`src/rtl/spi_uart_poller.sv`:
```
module spi_uart_poller #(
  parameter int          QDEPTH      = 4,
  parameter logic [13:0] CFG_DEFAULT = 14'h0400
) (
  input  logic        clk,
  input  logic        rst_n,
  input  logic        irq_n,
  input  logic        poll_tick,
  input  logic        kick,
  input  logic        shdn_req,
  input  logic        cfg_load,
  input  logic [13:0] cfg_word,
  input  logic        rts_req,
  input  logic        par_en,
  input  logic        par_odd,
  input  logic        seven_bit,
  input  logic        tx_stop,
  input  logic        tx_push,
  input  logic [7:0]  tx_byte,
  output logic        tx_full,
  input  logic        xchar_valid,
  input  logic [7:0]  xchar_data,
  output logic        xchar_ack,
  output logic        spi_req,
  output logic [15:0] spi_wdata,
  input  logic        spi_ack,
  input  logic [15:0] spi_rdata,
  output logic        rx_valid,
  output logic [7:0]  rx_data,
  output logic        rx_ferr,
  output logic        rx_perr,
  output logic        cts,
  output logic        cts_chg,
  output logic        busy
);
  localparam int QW = (QDEPTH > 1) ? $clog2(QDEPTH) : 1;

  typedef enum logic [2:0] {S_IDLE, S_CFG, S_RTS, S_RD, S_TX, S_CHK, S_SHDN} st_t;

  st_t         state, st_n;
  logic [15:0] word_q, word_n;
  logic [13:0] cfg_q;
  logic        cfg_commit, rts_commit, rts_q;
  logic        start_pend, shdn_pend, irq_q, last_rx;
  logic [7:0]  qmem [QDEPTH];
  logic [QW-1:0] rd_ptr, wr_ptr;
  logic [QW:0]   qcnt;
  logic        pop, take_x, go_first, clr_start, clr_shdn;

  function automatic logic calc_par(input logic [7:0] d, input logic sb, input logic odd);
    return (sb ? ^d[6:0] : ^d) ^ odd;
  endfunction

  function automatic logic [15:0] cmd_word(input st_t s, input logic [13:0] c, input logic r);
    case (s)
      S_CFG:   return {2'b11, c};
      S_RTS:   return {2'b10, 3'b000, 1'b1, r, 9'd0};
      S_SHDN:  return 16'hD000;
      default: return 16'h0000;
    endcase
  endfunction

  wire        trig     = (irq_q & ~irq_n) | poll_tick | kick;
  wire        done     = spi_req & spi_ack;
  wire        q_ready  = (qcnt != '0) & ~tx_stop;
  wire        push_ok  = tx_push & ~tx_full;
  wire [7:0]  tx_sel   = xchar_valid ? xchar_data : qmem[rd_ptr];
  wire [7:0]  tx_d     = seven_bit ? {1'b0, tx_sel[6:0]} : tx_sel;
  wire        tx_p     = par_en & calc_par(tx_d, seven_bit, par_odd);
  wire [7:0]  rd_d     = seven_bit ? {1'b0, spi_rdata[6:0]} : spi_rdata[7:0];
  wire        first_rd = ~cfg_commit & ~rts_commit;

  assign spi_req   = (state == S_CFG) | (state == S_RTS) | (state == S_RD) |
                     (state == S_TX) | (state == S_SHDN);
  assign spi_wdata = word_q;
  assign tx_full   = (qcnt == (QW+1)'(QDEPTH));
  assign busy      = (state != S_IDLE) | start_pend | shdn_pend;

  always_comb begin
    st_n = state; word_n = word_q; pop = 1'b0; take_x = 1'b0;
    go_first = 1'b0; clr_start = 1'b0; clr_shdn = 1'b0;
    case (state)
      S_IDLE: if (shdn_pend) begin st_n = S_SHDN; clr_shdn = 1'b1; end
              else if (start_pend) begin go_first = 1'b1; clr_start = 1'b1; end
      S_CFG:  if (done) st_n = rts_commit ? S_RTS : S_RD;
      S_RTS:  if (done) st_n = S_RD;
      S_RD:   if (done) begin
                if (spi_rdata[14] && (xchar_valid || q_ready)) begin
                  st_n   = S_TX;
                  word_n = {2'b10, 4'd0, rts_q, tx_p, tx_d};
                  take_x = xchar_valid;
                  pop    = ~xchar_valid;
                end else st_n = S_CHK;
              end
      S_TX:   if (done) st_n = S_CHK;
      S_CHK:  if (last_rx || q_ready) go_first = 1'b1; else st_n = S_IDLE;
      S_SHDN: if (done) st_n = S_IDLE;
      default: st_n = S_IDLE;
    endcase
    if (go_first) st_n = cfg_commit ? S_CFG : (rts_commit ? S_RTS : S_RD);
    if (st_n != state && st_n != S_TX) word_n = cmd_word(st_n, cfg_q, rts_q);
  end

  always_ff @(posedge clk) begin
    if (!rst_n) begin
      state <= S_IDLE; word_q <= '0; cfg_q <= CFG_DEFAULT;
      cfg_commit <= 1'b1; rts_commit <= 1'b0; rts_q <= 1'b0;
      start_pend <= 1'b0; shdn_pend <= 1'b0; irq_q <= 1'b1; last_rx <= 1'b0;
      rd_ptr <= '0; wr_ptr <= '0; qcnt <= '0; xchar_ack <= 1'b0;
      rx_valid <= 1'b0; rx_data <= '0; rx_ferr <= 1'b0; rx_perr <= 1'b0;
      cts <= 1'b0; cts_chg <= 1'b0;
    end else begin
      state  <= st_n;
      word_q <= word_n;
      irq_q  <= irq_n;
      start_pend <= (start_pend & ~clr_start) | trig;
      shdn_pend  <= (shdn_pend & ~clr_shdn) | shdn_req;
      xchar_ack  <= take_x;

      if (st_n == S_CFG && state != S_CFG) cfg_commit <= 1'b0;
      if (st_n == S_RTS && state != S_RTS) rts_commit <= 1'b0;
      if (cfg_load) begin cfg_q <= cfg_word; cfg_commit <= 1'b1; end
      if (rts_req != rts_q) begin rts_q <= rts_req; rts_commit <= 1'b1; end

      if (push_ok) begin
        qmem[wr_ptr] <= tx_byte;
        wr_ptr <= (wr_ptr == QW'(QDEPTH-1)) ? '0 : wr_ptr + 1'b1;
      end
      if (pop) rd_ptr <= (rd_ptr == QW'(QDEPTH-1)) ? '0 : rd_ptr + 1'b1;
      qcnt <= qcnt + (QW+1)'(push_ok) - (QW+1)'(pop);

      rx_valid <= done & spi_rdata[15];
      rx_ferr  <= done & spi_rdata[15] & spi_rdata[10];
      rx_perr  <= done & spi_rdata[15] & ~spi_rdata[10] & par_en &
                  (spi_rdata[8] != calc_par(rd_d, seven_bit, par_odd));
      cts_chg  <= done & (spi_rdata[9] != cts);
      if (done) begin
        rx_data <= rd_d;
        cts     <= spi_rdata[9];
        last_rx <= spi_rdata[15];
      end
    end
  end

  wire unused_ok = first_rd;
endmodule

```
`config.mk`:
```
export PLATFORM = sky130hd
export DESIGN_NAME = spi_uart_poller
export DESIGN_NICKNAME = d
export VERILOG_FILES = /design/src/rtl/spi_uart_poller.sv
export SDC_FILE = /design/constraint.sdc
export NUM_CORES = 1
export LEC_CHECK = 0
export ABC_AREA = 1
export BUFFER_PORTS_ARGS = -buffer_cell sky130_fd_sc_hd__clkbuf_2
export CAP_MARGIN = 20
export CORE_ASPECT_RATIO = 1.1
export CORE_UTILIZATION = 41
export CTS_CLUSTER_DIAMETER = 60
export CTS_CLUSTER_SIZE = 14
export DETAILED_ROUTE_END_ITERATION = 6
export PLACE_DENSITY = 0.71
export SYNTH_ARGS = -nofsm -noshare
export SYNTH_HDL_FRONTEND = slang
export SYNTH_SLANG_ARGS = --single-unit
```
`constraint.sdc`:
```
create_clock -name clk -period 2.8 [get_ports clk]
set_clock_uncertainty 0.05 [all_clocks]
set_input_delay 0.28 -clock clk [delete_from_list [all_inputs] [get_ports clk]]
set_output_delay 0.28 -clock clk [all_outputs]
set_load 0.01 [all_outputs]
```
# Word-level counts from Yosys, hierarchy flattened
# Memory sizes are Yosys's and may differ from the RTL's. A register that Yosys moved wholly into a read port is not among the register bits.
# Index checks and enable logic that the tools add are counted.
[totals] output_inout_bits=33 input_bits=61 ramBits=32 n_memories=1 ff_bits=61
[mem_list] memory="qmem" words=4 width=8 rd=1 rd_ports_with_merged_regs=1 write_ports=1 line_no="45" rtl="logic [7:0] qmem [QDEPTH];"
[op_classes] bitwise=33 n_mux=41 n_eq_ne=19 n_addsub=4 reduce_logical=20
[ops] operator="two-way mux 16 bit" count=4
[ops] operator="case mux 16 bit (3 select lines)" count=1
[ops] operator="two-way mux 3 bit" count=8
[ops] operator="two-way mux 8 bit" count=3
[ops] operator="case mux 3 bit (7 select lines)" count=1
[ops] operator="two-way mux 1 bit" count=18
[ops] operator="XOR reduction 8 bit" count=2
[ops] operator="equality test 3 bit, second input constant" count=5
[ops] operator="XOR reduction 7 bit" count=2
[ops] operator="bitwise AND 1 bit" count=13
[ops] operator="two-way mux 2 bit" count=5
[ops] operator="OR 1 bit" count=10
[ops] operator="equality test 3 x 2 -> 1 bit, second input constant" count=3
[ops] operator="NOT 1 bit" count=8
[ops] operator="nonzero test 2 bit" count=4
[ops] operator="equality test 3 x 1 -> 1 bit, second input constant" count=2
[ops] operator="nonzero test 3 bit" count=2
[ops] operator="adder 2 x 1 -> 2 bit, second input constant" count=2
[ops] operator="equality test 2 bit, second input constant" count=2
[ops] operator="logical AND 1 bit" count=4
[ops] operator="AND reduction 4 bit" count=1
[ops] operator="adder 3 x 1 -> 3 bit" count=1
[ops] operator="zero test 3 bit" count=1
[ops] operator="inequality test 1 bit" count=3
[ops] operator="other kinds (10)" count=12

# Logic depth before layout (Yosys ltp)
# Gate-level depths: netlist of run 1.
[depth] depth_word=13 mapped_depth=17 mapped_depth_nobuf=16

# Worst setup path before layout of run 1
# No wires, ideal clock.
[synth_timing] path_type="register to register" start="register state[0]" end="register qcnt[2]" path_stages_with_launch=16 n_path_buf=0 path_slack_ns=0.228 t_arrival_ns=2.403 synth_period_minus_slack_ns=2.572 path_cell_list="dfxtp_1 -> inv_2 -> nand2_2 -> nor2_2 -> nor3_4 -> nand3_2 -> nor2_2 -> inv_1 -> nor2_2 -> ha_1 -> inv_1 -> ha_1 -> inv_1 -> fa_1 -> o21ai_0 -> a21oi_1"
[synth_between] elab_chain_cells=9 word_cells_on_any_way=13 classes_between="add/sub: 1; eq/ne: 5; mux: 2; bitwise: 5"
[synth_lines] item="start, declared" line_no="40" rtl="st_t state, st_n;"
[synth_lines] item="start signal, assigned" line_no="113" rtl="state <= st_n;"
[synth_lines] item="equality test 3 x 1 -> 1 bit or equality test 3 x 2 -> 1 bit (tied branches)" line_no="73" rtl="assign spi_req = (state == S_CFG) | (state == S_RTS) | (state == S_RD) |"
[synth_lines] item="OR 1 bit (3 in series)" line_no="73"
[synth_lines] item="OR 1 bit" line_no="74" rtl="(state == S_TX) | (state == S_SHDN);"
[synth_lines] item="bitwise AND 1 bit" line_no="64" rtl="wire done = spi_req & spi_ack;"
[synth_lines] item="two-way mux 1 bit" line_no="87" rtl="S_RD: if (done) begin"
[synth_lines] item="two-way mux 1 bit *" line_no="82" rtl="case (state)"
[synth_lines] item="net pop" line_no="48" rtl="logic pop, take_x, go_first, clr_start, clr_shdn;"
[synth_lines] item="subtractor 3 x 1 -> 3 bit *" line_no="130" rtl="qcnt <= qcnt + (QW+1)'(push_ok) - (QW+1)'(pop);"
[synth_lines] item="end signal, assigned" line_no="130"
[synth_lines] item="end, declared" line_no="47" rtl="logic [QW:0] qcnt;"
# Mark *: on every way through the listed nets, which the timed path passes. The rest lies on a longest branch.
# A chain may end at the register's enable or synchronous reset.

# Final worst setup path of run 1
[layout_timing] start="register state[1]" end="register qcnt[2]"
# Same word-level chain as after synthesis.

==> results of run 1 <==
## logic make-up after synthesis
logic type	count (synthesis)	synth area share, %
xor+xnor	11	2.13
compound gates	62	7.17
flops	95	49.2
buf+inv	105	9.30
fa+ha+maj	8	2.38
simple gates	309	29.9
## tightest hold or removal path: stages
cell      delay, ns
clkbuf_2       0.08
inv_1          0.04
nand2_1        0.04
## cells in the final DEF (no fill, tap or decap), types with 2 or more instances in the layout
master	synthesis	routed
buf_4	0	8
nand2_1	142	142
clkbuf_16	0	9
edfxtp_1	32	32
nand3_1	55	55
clkbuf_1	11	3
bufinv_16	0	2
o21ai_0	38	38
xnor2_1	5	5
inv_2	5	5
o21ai_1	2	2
xor2_1	6	6
a21oi_2	2	2
nand3_2	3	3
nor2_2	4	3
nor3_1	3	3
nor2_1	75	75
ha_1	7	7
a21oi_1	18	18
clkbuf_2	0	90
or2_2	9	9
dfxtp_1	63	62
nand2_2	11	11
inv_1	79	79
nand4_1	5	5
## path summary, 6_finish.rpt
check,to,slack [ns],cells after the start
max,qcnt[2]$_SDFF_PN0_,0.32,15
min,irq_q$_SDFF_PN1_,0.09,3
max reg2reg,qcnt[2]$_SDFF_PN0_,0.32,15
min reg2reg,spi_wdata[13]$_SDFFE_PN0P_,0.41,2
## registers in the layout, summed over array words and instances (netlist names), 2 cells and up, named ones only
signal / flops
spi_wdata: 16
wr_ptr: 2
rx_data: 8
state: 3
rd_ptr: 2
qmem: 32
cfg_q: 14
qcnt: 3
## metal layers
metal	vias to the layer above	routed length (um)	share of wire (%)	global-route usage, %
li1	2045	-	-	-
met1	1756	4220	42	21.5
met2	77	5220	52	31.5
met3	16	388	3.9	3.74
met4	0	245	2.4	9.43
met5	-	0	0	0
## metrics by stage
step / power [uW] / area (um2)
floorplan: 2350 / 4520
global placement: 2590 / 5110
detailed placement: 2610 / 5110
CTS: 3890 / 5420
global route: 4090 / 5430
finish: 3860 / 5430
## power by group
group | switching [uW] | internal, uW | total, uW
sequential | 80.7 | 1560 | 1640
combinational | 617 | 327 | 944
clock | 489 | 782 | 1270
total | 1190 | 2670 | 3860
## repair_timing
action                     in CTS  in global routing
setup buffers                   0                  0
resized for setup               0                  2
setup endpoints to repair       0                  1
## cell type report
class	instances	area share [%]
tap	143	3.29
inverter	86	5.99
sequential	95	40.9
timing repair buffer	98	9.40
multi-input combinational	390	34.7
clock buffer	12	4.35
clock inverter	4	1.34
==> impl_metrics.csv, run 1 <==
group,metric,value,unit
cells_and_area,fillCellCount,1013,
grt,grt_max_degree,42,
setup_path,crit_slowest_cell,"dfxtp_1",
setup_path,crit_family,"adder cells",
setup_path,r2r-start,"state[1]$_SDFF_PN0_",
sta,timing.hold.ws,0.0865,ns
synth,async_reset_ff_share,0,%
synth,synth_nets,659,
detailed_routing,wl_per_cell,12.2,um
clock_tree,clk_pin_slew,0.07,ns
cells_and_area,multi_input_area,1880,um2
setup_path,path_cells,"inv_2 > nand2_2 > nor2_2 > nor3_4 > nand3_2 > nor2_2 > inv_1 > nor2_4 > ha_1 > inv_1 > ha_1 > inv_1 > fa_1 > o21ai_0 > a21oi_1",
detailed_routing,antenna_left,0,
synth,seq_area_frac_synth,49.2,%
synth,ys_types,32,
setup_path,critPathBufInv,4,
grt,grt_overflow_total,0,
sta,finalSetupTns,0,ns
setup_path,path_max_fanout,5,
cells_and_area,register_area,2220,um2
run,maxCapViolations,0,
placement,io_buffer_count,90,
floorplan,die_x,102,um
synth,synth_common_cells,"142 x nand2_1, 79 x inv_1, 75 x nor2_1",
floorplan,start_util,42.9,%
sta,slew-limit-headroom,44.8,%
sta,fmax,0.403,GHz
detailed_routing,drtIter0Drc,199,
clock_tree,htreeDepth,3,
floorplan,die_y,112,um
setup_path,crit_start,"state[1]$_SDFF_PN0_",
floorplan,die-area,11500,um2
synth,ys_ff_latch,95,
placement,dp_hpwl,7490,um
grt,grt_pass1_wl,16300,um
synth,yosysWarnings,0,
synth,postSynthAreaPerCell,7.66,um2
clock_tree,clock-sinks,95,
power_and_ir_drop,peakVddDrop,366,uV
cells_and_area,fin_cells,828,
floorplan,core,10500,um2
detailed_routing,drc,0,
cells_and_area,layout.nets,749,
floorplan,core.rowCount,39,
clock_tree,clockBufferDepth,2,
grt,antenna_found_initial,0,
floorplan,num_io_pins,94,
hold_path,holdCritPathClass,"input port to register",
setup_path,slowest_delay,0.40,ns
detailed_routing,first_pass_iters,5,
grt,grt_pass1_vias,3658,
clock_tree,tritoncts,"done",
setup_path,cp_common_cell,"inv_1",
setup_path,worstSetupPathType,"register to register",
placement,place_ws,0.210,ns
synth,yosysTopAreaCell,"dfxtp_1",
setup_path,critPathCaptureType,"register",
sta,period_minus_slack,2.48,ns
sta,tightest_slew,0.825,ns
synth,synth_top_area_share,27.9,%
grt,grt_use_total,18.4,%
power_and_ir_drop,p_leak,0.00273,uW
detailed_routing,routed_wl,10100,um
power_and_ir_drop,powerDensity,710,nW/um2
sta,finalHoldViolations,0,
clock_tree,clkLatencyLatePin,0.34,ns
clock_tree,holdBufCountCts,0,
setup_path,crit_arrival,2.66,ns
detailed_routing,viasPerCell,4.70,
sta,slew_violations,0,
sta,rsz0062_at_grt,"no",
placement,place_inst,812,
synth,synth_ff_type,"dfxtp_1",
setup_path,required,2.98,ns
synth,syn_area,4520,um2
sta,timing.final.crit_share,88.7,%
clock_tree,cts-root-buf,"clkbuf_16",
synth,synth_edf_count,32,
placement,place.gp.congestion,0.838,
synth,synthMostInstantiatedCell,"nand2_1",
setup_path,startpoint_type,"register",
run_status,outcome,"complete, no violations",
clock_tree,cts-buffers-inserted,9,
synth,synth_area_leaders,"dfxtp_1 28%, edfxtp_1 21%, nand2_1 12%",
synth,synthCells,590,
cells_and_area,antenna_cells,0,
cells_and_area,final_util,51.5,%
detailed_routing,vias,3894,
sta,finalSetupViolations,0,
sta,worst_slack,0.317,ns
cells_and_area,drive_gt1_share,21.8,%
cells_and_area,area_growth,20.1,%
hold_path,worstHoldStart,"irq_n",
(Power assumes the default switching activity.)
==> run 2: changes to the inputs <==
==> constraint.sdc (replaced) <==
create_clock -name clk -period 2.8 [get_ports clk]
set_clock_uncertainty 0.05 [all_clocks]
set_input_delay 0.14 -clock clk [delete_from_list [all_inputs] [get_ports clk]]
set_output_delay 0.14 -clock clk [all_outputs]
set_load 0.01 [all_outputs]
==> impl_metrics.csv, run 2 (synthesis results as in run 1) <==
group,metric,value,unit
detailed_routing,first_pass_iters,4,
grt,grt_use_total,19.4,%
cells_and_area,fin_cells,850,
cells_and_area,antenna_cells,0,
sta,rsz0062_at_grt,"no",
clock_tree,cts-buffers-inserted,9,
clock_tree,clkLatencyLatePin,0.34,ns
setup_path,crit_start,"state[0]$_SDFF_PN0_",
floorplan,die_y,112,um
cells_and_area,final_cell_mix,"142 x nand2_1, 90 x clkbuf_2, 79 x inv_1",
setup_path,critPathCaptureType,"register",
detailed_routing,routed_wl,10500,um
run_status,outcome,"complete, no violations",
hold_path,hold_depth,3,
sta,finalHoldViolations,0,
sta,finalSetupViolations,0,
power_and_ir_drop,peakVddDrop,364,uV
setup_path,r2r_slack,0.24,ns
cells_and_area,layout_commonest_cell,"nand2_1",
grt,grt_max_degree,42,
power_and_ir_drop,p_leak,0.00285,uW
clock_tree,clk_pin_slew,0.06,ns
cells_and_area,largest_reg_flops,32,
placement,io_buffer_count,90,
floorplan,die_x,102,um
grt,antenna_found_initial,0,
setup_path,crit_arrival,2.74,ns
cells_and_area,layout.nets,772,
hold_path,worstHoldStart,"spi_rdata[5]",
sta,slew-limit-headroom,46.5,%
setup_path,required,2.98,ns
setup_path,path_max_fanout,6,
clock_tree,clock-sinks,95,
run,maxCapViolations,0,
floorplan,num_io_pins,94,
cells_and_area,fillCellCount,969,
grt,grt_pass1_vias,3912,
detailed_routing,wl_per_cell,12.3,um
placement,place_inst,811,
cells_and_area,top_register,"qmem",
sta,timing.hold.ws,0.00923,ns
grt,grt_overflow_total,0,
placement,place.gp.congestion,0.840,
floorplan,die-area,11500,um2
setup_path,r2r-start,"state[0]$_SDFF_PN0_",
setup_path,reg2reg_depth,15,
clock_tree,htreeDepth,3,
setup_path,startpoint_type,"register",
clock_tree,post-cts-setup-buffer-count,0,
hold_path,hold-path-endpoint,"rx_data[5]$_SDFFE_PN0P_",
cells_and_area,area_growth,26.3,%
power_and_ir_drop,powerDensity,715,nW/um2
floorplan,start_util,42.9,%
sta,finalSetupTns,0,ns
clock_tree,tritoncts,"done",
sta,tightest_slew,0.800,ns
power_and_ir_drop,finalPower,4080,uW
detailed_routing,drc,0,
cells_and_area,drive_gt1_share,21.4,%
grt,grt_pass1_wl,17200,um
cells_and_area,final_util,54.2,%
floorplan,core.rowCount,39,
detailed_routing,vias,4015,
sta,slew_violations,0,
clock_tree,clockBufferDepth,2,
setup_path,worstSetupPathType,"register to register",
floorplan,core,10500,um2
hold_path,holdCritPathClass,"input port to register",
clock_tree,cts-root-buf,"clkbuf_16",
sta,period_minus_slack,2.56,ns
detailed_routing,drtIter0Drc,176,
detailed_routing,antenna_left,0,
sta,timing.final.crit_share,91.4,%
detailed_routing,viasPerCell,4.72,
setup_path,r2r-end,"qcnt[2]$_SDFF_PN0_",
sta,fmax,0.391,GHz
placement,dp_hpwl,7460,um
-- run 2: cell count changes in the layout (fill, tap and decap cells not counted) --
cell	before	now
clkbuf_1	3	0
clkinvlp_4	1	0
dfxtp_1	62	61
nor2_2	3	4
clkinv_2	1	0
bufinv_16	2	4
buf_4	8	7
dfxtp_2	1	2
nor2_4	1	0
clkinv_4	0	1
clkinvlp_2	0	1
dlygate4sd3_1	0	24
-- run 2: critical path, cell delays in order, from the launching register on --
cell     delay [ns]
dfxtp_2        0.40
inv_2          0.10
nand2_2        0.09
nor2_2         0.06
nor3_4         0.16
nand3_2        0.10
nor2_2         0.11
inv_1          0.09
nor2_2         0.17
ha_1           0.26
inv_1          0.06
ha_1           0.13
inv_1          0.05
fa_1           0.37
o21ai_0        0.18
a21oi_1        0.07
-- run 2: metrics by stage --
step           instance area [um2]  setup slack, ns
2_1_floorplan                 4520            0.228
3_3_place_gp                  5110            0.282
3_5_place_dp                  5110            0.199
4_1_cts                       5710            0.127
5_1_grt                       5710           0.0401
6_report                      5710            0.240
-- run 2: how the worst max path moves through the flow --
| stage | endpoint | slack [ns] | cells after the start |
|---|---|---|---|
| floorplan | qcnt[2]$_SDFF_PN0_ | 0.23 | 15 |
| global placement | qcnt[2]$_SDFF_PN0_ | 0.28 | 15 |
| detailed placement | qcnt[2]$_SDFF_PN0_ | 0.20 | 15 |
| CTS | qcnt[2]$_SDFF_PN0_ | 0.13 | 15 |
| global route | qcnt[2]$_SDFF_PN0_ | 0.04 | 15 |
| finish | qcnt[2]$_SDFF_PN0_ | 0.24 | 15 |
-- run 2: final cells by class --
class                   instances  area (um2)  area share, %
multi-input cells             390        1880           32.9
clock inverters                 6         134           2.34
inverters                      86         325           5.70
well taps                     143         179           3.13
flip-flops and latches         95        2220           39.0
clock buffers                   9         225           3.94
repair buffers                121         743           13.0
-- run 2: power by group --
| part | internal, uW | switching [uW] | total (uW) |
|---|---|---|---|
| sequential | 1560 | 81.2 | 1640 |
| clock | 957 | 500 | 1460 |
| combinational | 347 | 636 | 983 |
-- run 2: metal layers --
| layer | track usage [%] | wire length, um | up-vias |
|---|---|---|---|
| li1 | - | - | 2089 |
| met3 | 2.99 | 351 | 24 |
| met5 | 0 | 0 | - |
| met1 | 21.5 | 4320 | 1812 |
| met2 | 34.2 | 5490 | 90 |
| met4 | 11.9 | 330 | 0 |
-- run 2: what timing repair did --
action,4_1_cts,5_1_grt
endpoints found under the setup margin,0,1
endpoints found under the hold margin,48,0
hold buffers,24,0
gates resized for setup,0,2
==> run 3: changes to the inputs <==
--- a/config.mk
+++ b/config.mk
@@ -13,6 +13,7 @@
 export CTS_CLUSTER_DIAMETER = 60
 export CTS_CLUSTER_SIZE = 14
 export DETAILED_ROUTE_END_ITERATION = 6
+export MAX_ROUTING_LAYER = met4
 export PLACE_DENSITY = 0.71
 export SYNTH_ARGS = -nofsm -noshare
 export SYNTH_HDL_FRONTEND = slang
==> impl_metrics.csv, run 3 (synthesis results as in run 1) <==
group,metric,value,unit
run_status,outcome,"complete, no violations",
setup_path,critPathCaptureType,"register",
power_and_ir_drop,peakVddDrop,337,uV
power_and_ir_drop,powerDensity,684,nW/um2
cells_and_area,drive_gt1_share,21.3,%
grt,grt_pass1_vias,3672,
hold_path,worstHoldStart,"cfg_word[1]",
setup_path,startpoint_type,"register",
setup_path,r2r-start,"state[1]$_SDFF_PN0_",
floorplan,die-area,11500,um2
clock_tree,clockBufferDepth,2,
sta,finalSetupViolations,0,
sta,finalSetupTns,0,ns
run,maxCapViolations,0,
cells_and_area,fin_cells,847,
power_and_ir_drop,power_switching,1200,uW
sta,tightest_slew,0.804,ns
power_and_ir_drop,p_leak,0.00281,uW
hold_path,holdCritPathClass,"input port to register",
detailed_routing,antenna_left,0,
placement,dp_hpwl,7360,um
power_and_ir_drop,power_frac_clock,32.1,%
cells_and_area,register_area,2220,um2
sta,finalHoldViolations,0,
power_and_ir_drop,finalPower,3850,uW
cells_and_area,antenna_cells,0,
cells_and_area,layout.nets,768,
setup_path,reg2reg_depth,15,
setup_path,path_max_fanout,5,
cells_and_area,layout_commonest_cell,"nand2_1",
placement,place.gp.congestion,0.862,
placement,place_ws,0.174,ns
placement,place_inst,811,
power_and_ir_drop,p_int,2640,uW
clock_tree,clk_pin_slew,0.06,ns
clock_tree,clkLatencyLatePin,0.33,ns
cells_and_area,final_cell_mix,"142 x nand2_1, 90 x clkbuf_2, 80 x inv_1",
setup_path,r2r_slack,0.27,ns
clock_tree,cts-root-buf,"clkbuf_16",
grt,grt_max_degree,42,
detailed_routing,viasPerCell,4.70,
sta,slew-limit-headroom,46.2,%
clock_tree,clock-sinks,95,
grt,grt_pass1_wl,16700,um
power_and_ir_drop,seqPwrFrac,42.7,%
cells_and_area,top_register,"qmem",
floorplan,start_util,42.9,%
sta,period_minus_slack,2.53,ns
sta,timing.final.crit_share,90.3,%
floorplan,die_x,102,um
floorplan,die_y,112,um
clock_tree,htreeDepth,3,
grt,antenna_found_initial,0,
detailed_routing,first_pass_iters,4,
sta,fmax,0.396,GHz
setup_path,worstSetupPathType,"register to register",
grt,grt_use_total,19.2,%
clock_tree,tritoncts,"done",
cells_and_area,area_growth,24.4,%
grt,grt_overflow_total,0,
hold_path,hold_depth,3,
sta,rsz0062_at_grt,"no",
hold_path,hold-path-endpoint,"cfg_q[1]$_SDFFE_PN0P_",
cells_and_area,fillCellCount,1014,
detailed_routing,wl_per_cell,11.9,um
floorplan,num_io_pins,94,
detailed_routing,routed_wl,10100,um
sta,slew_violations,0,
setup_path,r2r-end,"qcnt[2]$_SDFF_PN0_",
cells_and_area,multi_input_area,1880,um2
detailed_routing,drc,0,
setup_path,crit_arrival,2.70,ns
power_and_ir_drop,p_sw_share,31.3,%
floorplan,core,10500,um2
power_and_ir_drop,power_frac_comb,25.2,%
detailed_routing,vias,3979,
detailed_routing,drtIter0Drc,183,
clock_tree,cts-buffers-inserted,9,
clock_tree,post-cts-setup-buffer-count,0,
setup_path,required,2.97,ns
placement,io_buffer_count,90,
floorplan,core.rowCount,39,
sta,worst_slack,0.273,ns
cells_and_area,largest_reg_flops,32,
sta,timing.hold.ws,0.00459,ns
## run 3: changes by cell type in the layout (fill, tap and decap cells not counted), moves of 2 or more
cell           previous run  this run
clkinvlp_4                0         2
dlygate4sd3_1            24        20
clkinv_2                  0         2
bufinv_16                 4         1
## run 3: final cells by class
| type | instances | area share (%) |
|---|---|---|
| sequential | 95 | 39.5 |
| multi-input combinational | 390 | 33.5 |
| timing repair buffer | 117 | 12.5 |
| inverter | 86 | 5.79 |
| clock buffer | 10 | 4.45 |
| tap | 143 | 3.18 |
| clock inverter | 6 | 1.05 |
## run 3: power groups by stage
| stage | Clock, uW | Sequential [uW] | Combinational [uW] |
|---|---|---|---|
| floorplan | 0 | 1690 | 663 |
| global placement | 0 | 1660 | 931 |
| detailed placement | 0 | 1670 | 944 |
| CTS | 1260 | 1640 | 975 |
| global route | 1320 | 1660 | 1100 |
| finish | 1230 | 1640 | 970 |
## run 3: metal layers
layer	up-vias	wire length (um)	global-route usage (%)
li1	2072	-	-
met1	1819	4370	22.5
met2	72	5120	32.2
met3	16	367	2.55
met4	0	230	9.33
met5	-	0	-
## run 3: how the worst max path moves through the flow
stage | from | cells past startpoint | end
floorplan | state[0]$_SDFF_PN0_ | 15 | qcnt[2]$_SDFF_PN0_
global placement | state[0]$_SDFF_PN0_ | 15 | qcnt[2]$_SDFF_PN0_
detailed placement | state[0]$_SDFF_PN0_ | 15 | qcnt[2]$_SDFF_PN0_
CTS | state[0]$_SDFF_PN0_ | 15 | qcnt[2]$_SDFF_PN0_
global route | state[1]$_SDFF_PN0_ | 15 | qcnt[2]$_SDFF_PN0_
finish | state[1]$_SDFF_PN0_ | 15 | qcnt[2]$_SDFF_PN0_
## run 3: per-stage QoR
| step | util (%) | area, um2 |
|---|---|---|
| 3_5_place_dp | 48.5 | 5110 |
| 2_1_floorplan | - | 4520 |
| 6_report | 53.3 | 5620 |
| 4_1_cts | 53.3 | 5620 |
| 3_3_place_gp | 48.5 | 5110 |
| 5_1_grt | 53.3 | 5620 |
## run 3: critical path, stage by stage (launching register included)
cell	delay [ns]
dfxtp_1	0.40
inv_2	0.09
nand2_2	0.10
nor2_2	0.06
nor3_4	0.15
nand3_2	0.10
nor2_2	0.11
inv_1	0.10
nor2_4	0.14
ha_1	0.25
inv_1	0.06
ha_1	0.13
inv_1	0.05
fa_1	0.37
o21ai_0	0.19
a21oi_1	0.05
## run 3: timing repair
item                                    in CTS  in global routing
gates resized for setup                      0                  2
endpoints found under the setup margin       0                  1
hold endpoints to repair                    44                  0
hold buffers                                20                  0
